### src/rtl/sbus_cfg_pkg.sv
package sbus_cfg_pkg;
  typedef enum logic [2:0] {
    ST_IDLE,
    ST_ADDR,
    ST_WDATA,
    ST_WACK,
    ST_RDATA,
    ST_HOLD
  } bus_st_e;

  localparam int CTL_DIV_W   = 6;
  localparam int CTL_PH_BIT  = 6;
  localparam int CTL_EN_BIT  = 7;
  localparam int CTL_REG_IDX = 1;
endpackage

### src/rtl/sbus_shift_fsm.sv
module sbus_shift_fsm
  import sbus_cfg_pkg::*;
#(
  parameter int ADDR_W = 17,
  parameter int DATA_W = 32,
  parameter int BEAT_W = 2,
  parameter int REG_W  = 8,
  parameter int SEL_W  = 8
) (
  input  logic              clk,
  input  logic              rst,
  input  logic              req_i,
  input  logic [BEAT_W-1:0] din_i,
  output logic              ack_o,
  output logic [BEAT_W-1:0] dout_o,
  output logic [SEL_W-1:0]  rd_sel_o,
  input  logic [REG_W-1:0]  rd_data_i,
  output logic              wr_en_o,
  output logic [SEL_W-1:0]  wr_sel_o,
  output logic [REG_W-1:0]  wr_data_o
);
  localparam int HDR_W      = ADDR_W + 1;
  localparam int ADDR_BEATS = (HDR_W + BEAT_W - 1) / BEAT_W;
  localparam int HDR_SH_W   = ADDR_BEATS * BEAT_W;
  localparam int DATA_BEATS = DATA_W / BEAT_W;
  localparam int MAX_BEATS  = (ADDR_BEATS > DATA_BEATS) ? ADDR_BEATS : DATA_BEATS;
  localparam int CNT_W      = $clog2(MAX_BEATS + 1);

  bus_st_e             st_q;
  logic [CNT_W-1:0]    cnt_q;
  logic [HDR_SH_W-1:0] hdr_q, hdr_nxt;
  logic [DATA_W-1:0]   wsh_q, wsh_nxt;
  logic [DATA_W-1:0]   rsh_q;

  assign hdr_nxt = {din_i, hdr_q[HDR_SH_W-1:BEAT_W]};
  assign wsh_nxt = {din_i, wsh_q[DATA_W-1:BEAT_W]};

  // header bit 0 is the direction flag, address starts at bit 1
  assign rd_sel_o  = hdr_nxt[SEL_W:1];
  assign wr_sel_o  = hdr_q[SEL_W:1];
  assign wr_data_o = wsh_nxt[REG_W-1:0];
  assign wr_en_o   = (st_q == ST_WDATA) && req_i && (cnt_q == CNT_W'(DATA_BEATS - 1));

  assign ack_o  = (st_q == ST_WACK) || (st_q == ST_RDATA);
  assign dout_o = (st_q == ST_RDATA) ? rsh_q[BEAT_W-1:0] : '0;

  always_ff @(posedge clk) begin
    if (rst) begin
      st_q  <= ST_IDLE;
      cnt_q <= '0;
      hdr_q <= '0;
      wsh_q <= '0;
      rsh_q <= '0;
    end else begin
      unique case (st_q)
        ST_IDLE: begin
          if (req_i) begin
            hdr_q <= hdr_nxt;
            cnt_q <= CNT_W'(1);
            st_q  <= ST_ADDR;
          end
        end
        ST_ADDR: begin
          if (!req_i) begin
            st_q <= ST_IDLE;
          end else begin
            hdr_q <= hdr_nxt;
            if (cnt_q == CNT_W'(ADDR_BEATS - 1)) begin
              cnt_q <= '0;
              if (hdr_nxt[0]) begin
                st_q <= ST_WDATA;
              end else begin
                rsh_q <= DATA_W'(rd_data_i);
                st_q  <= ST_RDATA;
              end
            end else begin
              cnt_q <= cnt_q + 1'b1;
            end
          end
        end
        ST_WDATA: begin
          if (!req_i) begin
            st_q <= ST_IDLE;
          end else begin
            wsh_q <= wsh_nxt;
            if (cnt_q == CNT_W'(DATA_BEATS - 1)) st_q <= ST_WACK;
            else cnt_q <= cnt_q + 1'b1;
          end
        end
        ST_WACK: st_q <= req_i ? ST_HOLD : ST_IDLE;
        ST_RDATA: begin
          if (!req_i) begin
            st_q <= ST_IDLE;
          end else begin
            rsh_q <= rsh_q >> BEAT_W;
            if (cnt_q == CNT_W'(DATA_BEATS - 1)) st_q <= ST_HOLD;
            else cnt_q <= cnt_q + 1'b1;
          end
        end
        ST_HOLD: if (!req_i) st_q <= ST_IDLE;
        default: st_q <= ST_IDLE;
      endcase
    end
  end
endmodule

### src/rtl/sbus_reg_bank.sv
module sbus_reg_bank
  import sbus_cfg_pkg::*;
#(
  parameter int REG_W    = 8,
  parameter int SEL_W    = 8,
  parameter int NUM_REGS = 2
) (
  input  logic             clk,
  input  logic             rst,
  input  logic [SEL_W-1:0] rd_sel_i,
  output logic [REG_W-1:0] rd_data_o,
  input  logic             wr_en_i,
  input  logic [SEL_W-1:0] wr_sel_i,
  input  logic [REG_W-1:0] wr_data_i,
  output logic [REG_W-1:0] ctl_o,
  output logic             step_o
);
  logic [REG_W-1:0] reg_q [NUM_REGS];

  for (genvar gi = 0; gi < NUM_REGS; gi++) begin : g_reg
    always_ff @(posedge clk) begin
      if (rst) reg_q[gi] <= '0;
      else if (wr_en_i && (wr_sel_i == SEL_W'(gi))) reg_q[gi] <= wr_data_i;
    end
  end

  always_comb begin
    rd_data_o = '0;
    for (int i = 0; i < NUM_REGS; i++) begin
      if (rd_sel_i == SEL_W'(i)) rd_data_o = reg_q[i];
    end
  end

  assign ctl_o = reg_q[CTL_REG_IDX];

  always_ff @(posedge clk) begin
    if (rst) step_o <= 1'b0;
    else step_o <= wr_en_i && (wr_sel_i == SEL_W'(CTL_REG_IDX))
                   && !reg_q[CTL_REG_IDX][CTL_PH_BIT] && wr_data_i[CTL_PH_BIT];
  end
endmodule

### src/rtl/sbus_cfg_slave.sv
module sbus_cfg_slave
  import sbus_cfg_pkg::*;
#(
  parameter int ADDR_W   = 17,
  parameter int DATA_W   = 32,
  parameter int BEAT_W   = 2,
  parameter int REG_W    = 8,
  parameter int NUM_REGS = 2
) (
  input  logic                 clk,
  input  logic                 rst,
  input  logic                 sbus_req_i,
  input  logic [BEAT_W-1:0]    sbus_din_i,
  output logic                 sbus_ack_o,
  output logic [BEAT_W-1:0]    sbus_dout_o,
  output logic [CTL_DIV_W-1:0] clk_div_o,
  output logic                 clk_en_o,
  output logic                 phase_step_o
);
  localparam int SEL_W = 8;

  logic [SEL_W-1:0] rd_sel, wr_sel;
  logic [REG_W-1:0] rd_data, wr_data, ctl;
  logic             wr_en;

  sbus_shift_fsm #(
    .ADDR_W(ADDR_W), .DATA_W(DATA_W), .BEAT_W(BEAT_W), .REG_W(REG_W), .SEL_W(SEL_W)
  ) fsm_i (
    .clk(clk), .rst(rst), .req_i(sbus_req_i), .din_i(sbus_din_i),
    .ack_o(sbus_ack_o), .dout_o(sbus_dout_o),
    .rd_sel_o(rd_sel), .rd_data_i(rd_data),
    .wr_en_o(wr_en), .wr_sel_o(wr_sel), .wr_data_o(wr_data)
  );

  sbus_reg_bank #(
    .REG_W(REG_W), .SEL_W(SEL_W), .NUM_REGS(NUM_REGS)
  ) regs_i (
    .clk(clk), .rst(rst), .rd_sel_i(rd_sel), .rd_data_o(rd_data),
    .wr_en_i(wr_en), .wr_sel_i(wr_sel), .wr_data_i(wr_data),
    .ctl_o(ctl), .step_o(phase_step_o)
  );

  assign clk_div_o = ctl[CTL_DIV_W-1:0];
  assign clk_en_o  = ctl[CTL_EN_BIT];
endmodule

### config.mk
export PLATFORM = sky130hd
export DESIGN_NAME = sbus_cfg_slave
export DESIGN_NICKNAME = d
export VERILOG_FILES = /design/src/rtl/sbus_cfg_pkg.sv /design/src/rtl/sbus_shift_fsm.sv /design/src/rtl/sbus_reg_bank.sv /design/src/rtl/sbus_cfg_slave.sv
export SDC_FILE = /design/constraint.sdc
export NUM_CORES = 1
export LEC_CHECK = 0
export BUFFER_PORTS_ARGS = -buffer_cell sky130_fd_sc_hd__buf_2
export CORE_UTILIZATION = 55
export CTS_BUF_LIST = sky130_fd_sc_hd__clkbuf_4 sky130_fd_sc_hd__clkbuf_8
export CTS_CLUSTER_DIAMETER = 150
export DETAILED_ROUTE_END_ITERATION = 10
export HOLD_SLACK_MARGIN = 0.03
export PLACE_DENSITY = 0.84
export SLEW_MARGIN = 20
export SYNTH_ARGS = -nofsm -noshare
export SYNTH_HDL_FRONTEND = slang
export SYNTH_HIERARCHICAL = 1
export SYNTH_SLANG_ARGS = --single-unit
### constraint.sdc
create_clock -name clk -period 3.65 [get_ports clk]
set_input_delay 0.1825 -clock clk [delete_from_list [all_inputs] [get_ports clk]]
set_output_delay 0.1825 -clock clk [all_outputs]
set_load 0.05 [all_outputs]
---- Yosys cells after proc, flatten, opt, wreduce, memory -nomap -nowiden ----
Memories as Yosys holds them, arrays and structs flattened.
Index checks and enable logic that the tools add are counted.
word-level totals
  output and inout bits ................... 11
  word-level logic and storage cells ...... 85
  memories kept ........................... 1
  input port bits ......................... 5
  flip-flop bits (word level) ............. 91
  memory bits (writable) .................. 16
operators by class
  reduce and logical (&&, ||, !) cells .... 20
  bitwise operators ....................... 2
  equality and inequality tests ........... 20
  add/sub/neg operators ................... 1
  muxes and demuxes ....................... 35
memory list
  name          words  bits a word  read ports  clocked after Yosys merged registers in  write ports  RTL line             RTL
  regs_i.reg_q  2      8            2           0                                        2            sbus_reg_bank.sv:18  logic [REG_W-1:0] reg_q [NUM_REGS];
operators with widths
  kind                                                   number
  two-way mux 32 bit                                     4
  one-hot mux 32 bit (2 select lines)                    1
  two-way mux 8 bit                                      4
  two-way mux 3 bit                                      10
  two-way mux 5 bit                                      5
  one-hot mux 3 bit (6 select lines)                     1
  equality test 8 x 1 -> 1 bit, second input constant    2
  logical NOT 8 bit                                      2
  one-hot mux 5 bit (3 select lines)                     1
  AND reduction 5 bit                                    3
  inequality test 2 bit, second input constant           6
  equality test 5 x 4 -> 1 bit, second input constant    2
  two-way mux 1 bit                                      8
  equality test 3 x 2 -> 1 bit, second input constant    2
  equality test 3 bit, second input constant             2
  logical AND 1 bit                                      6
  inequality test 3 bit, second input constant           2
  adder 5 x 1 -> 5 bit, second input constant            1
  inequality test 2 x 1 -> 1 bit, second input constant  2
  AND reduction 2 bit                                    2
  OR reduction 2 bit                                     2
  equality test 3 x 1 -> 1 bit, second input constant    1
  logical NOT 3 bit                                      1
  inequality test 3 x 2 -> 1 bit, second input constant  1
  other kinds (6)                                        7

---- Depth between registers and ports, before layout ----
  depth after elaboration ................. 8
  gate-level depth with buffers ........... 9
  depth with buffers taken out ............ 7

---- Hierarchy ----
The synthesis kept the hierarchy.
modules (own cells, without submodules)
  module          area each (um2)  cells each  sequential area each (um2)  instances
  sbus_shift_fsm  2,830.2          348         1,261.2                     1
  sbus_reg_bank   939.7            77          500.5                       1

---- Worst setup path after synthesis ----
Ideal clock, no wire load.
  kind .................................... register -> register
  start ................................... register fsm_i.st_q[0]
  end ..................................... memory regs_i.reg_q[0][0] (enable)
  buffers on the path ..................... 3
  period minus slack after synthesis ...... 2,945 ps
  arrival time ............................ 2,558 ps
  required time ........................... 3,263 ps
  cell stages (with the launch flop) ...... 9
  slack ................................... 705 ps
  library setup time ...................... 387 ps
  path through ............................ dfxtp_1 nand2b_1 nor2_1 clkbuf_1 and2_1 or4b_1 buf_6 buf_8 o31ai_1
RTL lines
  what                    RTL line              RTL
  start, declared         sbus_shift_fsm.sv:29  bus_st_e st_q;
  start signal, assigned  sbus_shift_fsm.sv:90  ST_WACK: st_q <= req_i ? ST_HOLD : ST_IDLE;
  end, declared           sbus_reg_bank.sv:18

==> results.md <==
- Post-Place Worst Slack: 0.7584 ns
- Hold-fix buffers at CTS: 0
- HPWL after DPL: 4470 µm
- Gr usage total: 0.2023
- Crit-path max FO: 19
- DR WL/cell: 13.70 µm
- WS Path Type: reg -> reg
- Post-synth cell types: 52
- Initial Util: 0.5804
- Min cycle time layout: 3.000 ns
- Adder-Cell Fraction of Synth Area: 0.01261
- Pwr/cell area: 457.9 nW/µm²
- Most common cell after layout, fill and taps aside: nand2_1
- Post-CTS Setup Repair Bufs: 0
- Run status: completed
- CTS Root Cell: clkbuf_8
- Die height: 84.79 µm
- Hold slack: 0.08131 ns
- Antenna-violating nets left: 0
- Sink Count: 80
- Tcrit/Tclk final: 0.8221
- Nets: 408
- RePlAce Congestion: 0.8355
- Final WS setup: 0.6495 ns
- Largest family of logic cells by synthesized area: simple AND/OR/NAND/NOR gates
- Die width: 84.79 µm
- Compound-gate portion of the synthesized area: 0.1447
- Detailed Route WL: 6605 µm
- # port buffers: 15
- First-pass GRT wire length: 11410 µm
- Crit path DAT: 3.07 ns
- Top cell type's share of synthesized area: 0.3399
- Worst Setup End Kind: flop
- Via density: 5.676
- TNS Setup: 0 ns
- Final Core Density: 0.5931
- Total die area: 7189 µm²
- Ant diodes: 0
- Fmax: 0.3333 GHz
- CP Launch Type: flop
- Synth Area in Simple Gates: 0.2257
- CTS buffer count: 9
- Max Slew Vio Count: 0
- Row cnt: 29
- Relative slew slack: 0.3308
- CTS Buffer Depth: 2
- Largest net degree at the start of global routing: 44
- CTS tree: done
- Synth top area cells: dfxtp_1 34%, edfxtp_1 13%, nand2_1 9.8%, a21oi_1 7.3%, buf_4 5.2%
- Post-synthesis register bit count: 80
- Seq/Total Area, Yosys: 0.4673
- Post-cts resize count: 0
- Total power draw: 1.764 mW
- Layout cell share with drive strength beyond 1: 0.1358
- DR iter-0 viols: 226
- Synth area leader: dfxtp_1
- Syn Nets: 433
- Vias in the first global route: 2493
- Drt drc: 0
- Final Hold Vio Count: 0
- Initial antenna violation count: 0
- Worst slew pin tran: 1.004 ns
- TritonRoute pass-1 iters: 6
- Post-synthesis mux area share: 0.03983
- Synth warn: 6
- Peak supply drop: 0.0003074 V
- Clk_lat worst skew: 0.35 ns
- Total number of vias: 2736
- Worst EP required: 3.72 ns
- P&R area growth vs syn: 2.190%
- Core area: 6495 µm²
- Clock Pin Slew Worst Setup and Hold Paths: 0.08 ns
- I/O pins: 16
- H-tree Lvls: 3
- Leak Pwr: 1.232 nW
- GRT overflow: 0
- Final setup fails: 0
- RSZ-0062 raised after global routing: false
- Mapped cell area: 3770 µm²
- Commonest cells after routing, fill and taps aside: 98 x nand2_1, 64 x dfxtp_1, 55 x a21oi_1, 16 x edfxtp_1
- Post-Synth XOR/XNOR Area: 0
- Gate Count Post-Synth: 425
- Syn avg cell area: 8.870 µm²
- Max Clock Skew: 0.007735 ns
- Fillers: 549
- Worst hold path class: in -> reg
- Max-Cap Viols: 0
state kept, by name, indices dropped and copies added, names as in the netlist:
name / cells
fsm_i/hdr_q: 17
fsm_i/st_q: 3
fsm_i/rsh_q: 8
fsm_i/wsh_q: 30
fsm_i/cnt_q: 5
regs_i/step_o: 1
regs_i/reg_q: 16
where the power goes:
group / leakage [nW] / internal, mW / switching (mW)
registers: 0.669 / 0.919 / 0.0165
clock network: 0.110 / 0.386 / 0.316
logic: 0.454 / 0.0406 / 0.0860
cells by family (layout without fill, tap and decap cells):
logic type | after synthesis | in the layout
simple gates | 168 | 168
compound gates | 86 | 86
flops | 80 | 80
buf+inv | 72 | 52
mux | 15 | 15
fa+ha+maj | 4 | 4
cell usage after synthesis (all sizes together):
cell	instances
a211o	1
a211oi	1
a21oi	57
a22o	1
a22oi	1
a311oi	6
a31o	1
a32oi	1
and2	4
and3	2
buf	42
clkbuf	15
dfxtp	64
edfxtp	16
ha	3
inv	15
maj3	1
mux2i	15
nand2	98
nand2b	9
nand3	2
nand4	1
nand4b	2
nand4bb	1
nor2	6
nor2b	2
nor3	11
nor3b	4
nor4	19
o2111a	1
o21ai	7
o221ai	1
o31a	1
o31ai	3
o32a	1
o32ai	2
o41ai	1
or2	2
or3	2
or4	2
or4b	1
layout make-up:
| class | count | area [µm²] | share of cell area |
|---|---|---|---|
| clock buffer | 9 | 123.9 | 0.03215 |
| clock inverter | 7 | 95.09 | 0.02468 |
| inverter | 15 | 56.30 | 0.01462 |
| multi-input combinational | 273 | 1599 | 0.4151 |
| sequential | 80 | 1762 | 0.4573 |
| tap | 77 | 96.34 | 0.02501 |
| timing repair buffer | 21 | 120.1 | 0.03118 |
layer usage:
layer  track usage  part of all wire
met5             0                 0
met4       0.07704             0.013
met3       0.06195             0.045
met2        0.3259              0.49
met1        0.2561              0.45
per-stage QoR:
stage,instance area [µm²],instances
finish,3852,482
global route,3852,482
global placement,3631,466
floorplan,3770,425
detailed placement,3631,466
CTS,3850,482
path summary, 6_finish.rpt:
kind / from / endpoint / slack [ns] / depth (start not counted)
setup / recovery: fsm_i/cnt_q[0] / regs_i/reg_q[1][6] / 0.65 / 8
hold reg to reg: fsm_i/wsh_q[26] / fsm_i/wsh_q[24] / 0.45 / 2
setup reg to reg: fsm_i/cnt_q[0] / regs_i/reg_q[1][6] / 0.65 / 8
hold / removal: sbus_din_i[0] / fsm_i/hdr_q[16] / 0.08 / 3
worst max-delay path: stages, from the launching register on:
cell     delay (ns)
dfxtp_1        0.41
ha_1           0.19
and3_1         0.16
ha_1           0.25
and2_1         0.17
or4b_1         0.43
buf_4          0.22
o31ai_1        0.62
buf_4          0.26
(Power assumes the default switching activity.)
